## src/rtl/trk_code_pkg.sv

```systemverilog
package trk_code_pkg;

   typedef enum logic [1:0] {
      SEL_EARLY    = 2'b00,
      SEL_LATE     = 2'b01,
      SEL_DITHER   = 2'b10,
      SEL_HALFDIFF = 2'b11
   } trk_sel_e;

   localparam int VAL_W = 2;

   // chip bit 0 means +1, chip bit 1 means -1
   function automatic logic signed [VAL_W-1:0] chip_val(input logic b);
      return b ? -2'sd1 : 2'sd1;
   endfunction

endpackage

```

## src/rtl/trk_dither_state.sv

```systemverilog
module trk_dither_state (
   input  logic clk,
   input  logic rst_n,
   input  logic epoch_stb,
   output logic on_late
);

   always_ff @(posedge clk) begin
      if (!rst_n) on_late <= 1'b0;
      else if (epoch_stb) on_late <= ~on_late;
   end


   dither_flip_chk: assert property (@(posedge clk) disable iff (!rst_n)
      epoch_stb |=> (on_late != $past(on_late)));


   dither_hold_chk: assert property (@(posedge clk) disable iff (!rst_n)
      !epoch_stb |=> $stable(on_late));

endmodule

```

## src/rtl/trk_code_mux.sv

```systemverilog
module trk_code_mux
   import trk_code_pkg::*;
(
   input  logic                    early_chip,
   input  logic                    late_chip,
   input  trk_sel_e                sel,
   input  logic                    on_late,
   output logic signed [VAL_W-1:0] val
);

   logic signed [VAL_W-1:0] early_v;
   logic signed [VAL_W-1:0] late_v;
   logic signed [VAL_W-1:0] half_diff;

   assign early_v = chip_val(early_chip);
   assign late_v  = chip_val(late_chip);

   // (early - late)/2 taken straight from the chip bits: equal gives 0
   always_comb begin
      if (early_chip == late_chip) half_diff = '0;
      else if (!early_chip)        half_diff = 2'sd1;
      else                         half_diff = -2'sd1;
   end

   always_comb begin
      unique case (sel)
         SEL_EARLY:    val = early_v;
         SEL_LATE:     val = late_v;
         SEL_DITHER:   val = on_late ? late_v : early_v;
         SEL_HALFDIFF: val = half_diff;
         default:      val = '0;
      endcase
   end

endmodule

```

## src/rtl/trk_arm_code_sel.sv

```systemverilog
module trk_arm_code_sel
   import trk_code_pkg::*;
#(
   parameter int OUT_W = 2
) (
   input  logic             clk,
   input  logic             rst_n,
   input  logic             early_chip,
   input  logic             late_chip,
   input  logic [1:0]       mode,
   input  logic             epoch_stb,
   output logic [OUT_W-1:0] code_out,
   output logic             dither_late
);

   localparam int EXT_W = OUT_W - VAL_W;

   if (OUT_W < VAL_W) begin : g_width_bad
      $error("trk_arm_code_sel: OUT_W must be at least 2");
   end

   logic                    on_late;
   logic signed [VAL_W-1:0] sel_val;
   logic [OUT_W-1:0]        ext_val;

   trk_dither_state u_dither (
      .clk       (clk),
      .rst_n     (rst_n),
      .epoch_stb (epoch_stb),
      .on_late   (on_late)
   );

   trk_code_mux u_mux (
      .early_chip (early_chip),
      .late_chip  (late_chip),
      .sel        (trk_sel_e'(mode)),
      .on_late    (on_late),
      .val        (sel_val)
   );

   if (EXT_W == 0) begin : g_narrow
      assign ext_val = sel_val;
   end else begin : g_wide
      assign ext_val = {{EXT_W{sel_val[VAL_W-1]}}, sel_val};
   end

   always_ff @(posedge clk) begin
      if (!rst_n) code_out <= '0;
      else        code_out <= ext_val;
   end

   assign dither_late = on_late;


   out_range_chk: assert property (@(posedge clk) disable iff (!rst_n)
      rst_n |=> ($signed(code_out) >= -1 && $signed(code_out) <= 1));


   nonzero_chk: assert property (@(posedge clk) disable iff (!rst_n)
      (mode != SEL_HALFDIFF) |=> (code_out != '0));


   early_follow_chk: assert property (@(posedge clk) disable iff (!rst_n)
      (mode == SEL_EARLY) |=>
         ($signed(code_out) == ($past(early_chip) ? -1 : 1)));


   halfdiff_zero_chk: assert property (@(posedge clk) disable iff (!rst_n)
      (mode == SEL_HALFDIFF && early_chip == late_chip) |=> (code_out == '0));

endmodule

```

## config.mk

```make
export PLATFORM = sky130hd
export DESIGN_NAME = trk_arm_code_sel
export DESIGN_NICKNAME = d
export VERILOG_FILES = /design/src/rtl/trk_code_pkg.sv /design/src/rtl/trk_dither_state.sv /design/src/rtl/trk_code_mux.sv /design/src/rtl/trk_arm_code_sel.sv
export SDC_FILE = /design/constraint.sdc
export NUM_CORES = 1
export LEC_CHECK = 0
export BUFFER_PORTS_ARGS = -buffer_cell sky130_fd_sc_hd__clkbuf_2
export CAP_MARGIN = 30
export CORE_AREA = 2 2 39 41
export DETAILED_ROUTE_END_ITERATION = 6
export DIE_AREA = 0 0 41 43
export SLEW_MARGIN = 40
export SYNTH_ARGS = -nofsm -noshare
export SYNTH_HDL_FRONTEND = slang
export SYNTH_HIERARCHICAL = 1
export SYNTH_SLANG_ARGS = --single-unit
```

## constraint.sdc

```tcl
create_clock -name clk -period 1.2 [get_ports clk]
set_clock_uncertainty 0.2 [all_clocks]
set_input_delay 0.12 -clock clk [delete_from_list [all_inputs] [get_ports clk]]
set_output_delay 0.12 -clock clk [all_outputs]
set_load 0.05 [all_outputs]
```

==> results.cfg <==
[critical_path]
cp.arrival_ns = 1.09
ff2ff_path_depth = 3
timing.rr.start = u_dither/on_late
cp.required_ns = 1.12
r2r_end = code_out[1]
critPathLaunch = mode[1]
critPathLaunchType = input pin
end_kind = flop
criticalPathCategory = in2reg
cp_max_fo = 3
r2r_setup_slack_ns = 0.12

[timing]
fin_setup_tns_ns = 0
whs_ns = 0.00555
maxSlewViolCount = 0
tightest_slew_ns = 0.274
rsz0062_at_grt = false
max_slew_margin_pct = 81.8
fin_crit_sh_pct = 97.5
period_needed_ns = 1.17
finalSetupViolCount = 0
fmax_mhz = 855
hold_violations = 0

[run_status]
status = complete, no violations

[drt]
dr.pass1.iters = 1
wl_um = 373
vias = 160
ant_nets = 0
drc = 0
routed_via_density = 3.40
post_drt_wl_per_cell_um = 7.94
first_iter_violations = 0

[cells_and_area]
final_cell_mix = clkbuf_2 (8), and2_1 (3), clkbuf_4 (3)
syn_to_final_growth_pct = 81.7
diodes = 0
seq_area_um2 = 63.8
finalInstanceArea_um2 = 273
fill_cells = 158
mostFrequentLayoutCell = clkbuf_2
drive_above_1_share_pct = 45.2
instances_no_fill = 47
fin_util_pct = 19.7
multi_input_area_um2 = 86.3
final_nets = 40

[clock_tree]
clk_latency_ns = 0.23
clock-sinks = 3
cts_buffers = 3
cts_tree = built
cts_root_buffer = clkbuf_4
htreeDepth = 1
clk_pin_slew_ns = 0.04
cts.path.max_buffers = 2

[synthesis]
synthCells = 15
yosys.area.top_type = dfxtp_1
avgSynthCellArea_um2 = 10.0
syn-num-nets = 23
netlist_top_cells_area = dfxtp_1 (40%), and2_1 (13%), ha_1 (8.3%), mux2_1 (7.5%), mux2i_1 (6.7%)
synth_area_um2 = 150
yosysWarnings = 6
synth_cell_type_count = 11
synth-seq-area-share_pct = 40.0
synth_seq_cells = 3
synth_top_area_share_pct = 40.0

[die]
die_x_um = 41
die_area_um2 = 1760
dieHeight_um = 43
ios = 10
initial_core_util_pct = 10.8
coreArea_um2 = 1380
std_cell_rows = 14

[grt]
antenna_found_initial = 0
grt_usage_pct = 5.20
overflow = 0
grt_pass1_wl_um = 510
grt_pass1_vias = 137
grt_start_max_net_pins = 5

[min_path]
hold_path_depth = 3
hold_class = in2reg
hold_start = epoch_stb
min_to = u_dither/on_late

[placement]
gp_congestion = 0.558
dp_cells = 41
postPlaceCellArea_um2 = 226
io_buffers = 9

[pwr]
p_leak_uw = 0.000134
p_per_area_nw_per_um2 = 1380
vdd_drop_max_v = 0.000172

[flow_run]
cap_violations = 0
-- registers in the layout (all words and copies together), names as in the netlist --
register	flops
code_out	2
u_dither/on_late	1
-- what timing repair did --
action / in CTS / in global routing
resized for setup: 0 / 1
setup buffers: 0 / 0
setup endpoints to repair: 0 / 1
hold buffers: 2 / 0
endpoints found under the hold margin: 3 / 0
-- routing by layer --
layer | part of all wire (%) | wire length [um] | track usage, %
met1 | 36 | 135 | 3.49
met2 | 52 | 195 | 6.88
met4 | 0 | 0 | 8.00
met5 | 0 | 0 | 0
met3 | 11 | 42 | 3.66
-- layout make-up --
cell class | count | area share [%]
tap | 16 | 7.34
clock buffer | 4 | 9.63
timing repair buffer | 12 | 26.6
multi-input combinational | 11 | 31.7
sequential | 3 | 23.4
inverter | 1 | 1.38
-- through the flow --
| step | setup slack [ns] | power [uW] |
|---|---|---|
| final | 0.0303 | 376 |
| after global routing | 0.0120 | 403 |
| after CTS | 0.00979 | 386 |
| after detailed placement | 0.00969 | 199 |
| after global placement | 0.0234 | 196 |
| after floorplan | 0.0613 | 169 |
-- logic make-up (layout without fill, tap and decap cells) --
group,Yosys count,after routing,share of synthesized area (%)
AND/OR/NAND/NOR,5,5,20.0
flip-flops,3,3,40.0
AO/OA/AOI/OAI,2,2,9.16
multiplexers,2,2,14.2
adder cells (fa/ha/maj),1,1,8.33
XOR/XNOR,1,1,5.83
buffers and inverters,1,17,2.50
-- report_power, final --
part | total, uW | switching [uW] | internal (uW) | leakage (uW)
Sequential | 115 | 5.51 | 110 | 0.0000257
Clock | 174 | 49.8 | 124 | 0.0000150
Combinational | 86.1 | 51.6 | 34.5 | 0.0000931
-- how the worst max path moves through the flow --
stage                     cells past startpoint          end
final                                         5  code_out[1]
after floorplan                               4  code_out[1]
after global placement                        5  code_out[1]
after global routing                          1  dither_late
after detailed placement                      5  code_out[1]
after CTS                                     1  dither_late
-- synth_stat cells --
library cell,n
inv_1,1
xor2_1,1
mux2_1,1
mux2i_1,1
a21oi_1,1
and2_1,3
nand2b_1,1
ha_1,1
o32ai_1,1
dfxtp_1,3
nand3_1,1
-- critical path, cell delays in order --
cell           delay, ns
dlygate4sd3_1       0.53
clkbuf_2            0.12
o32ai_1             0.10
a21oi_1             0.06
and2_1              0.15
Note: power is estimated with default switching activity, not from simulation.
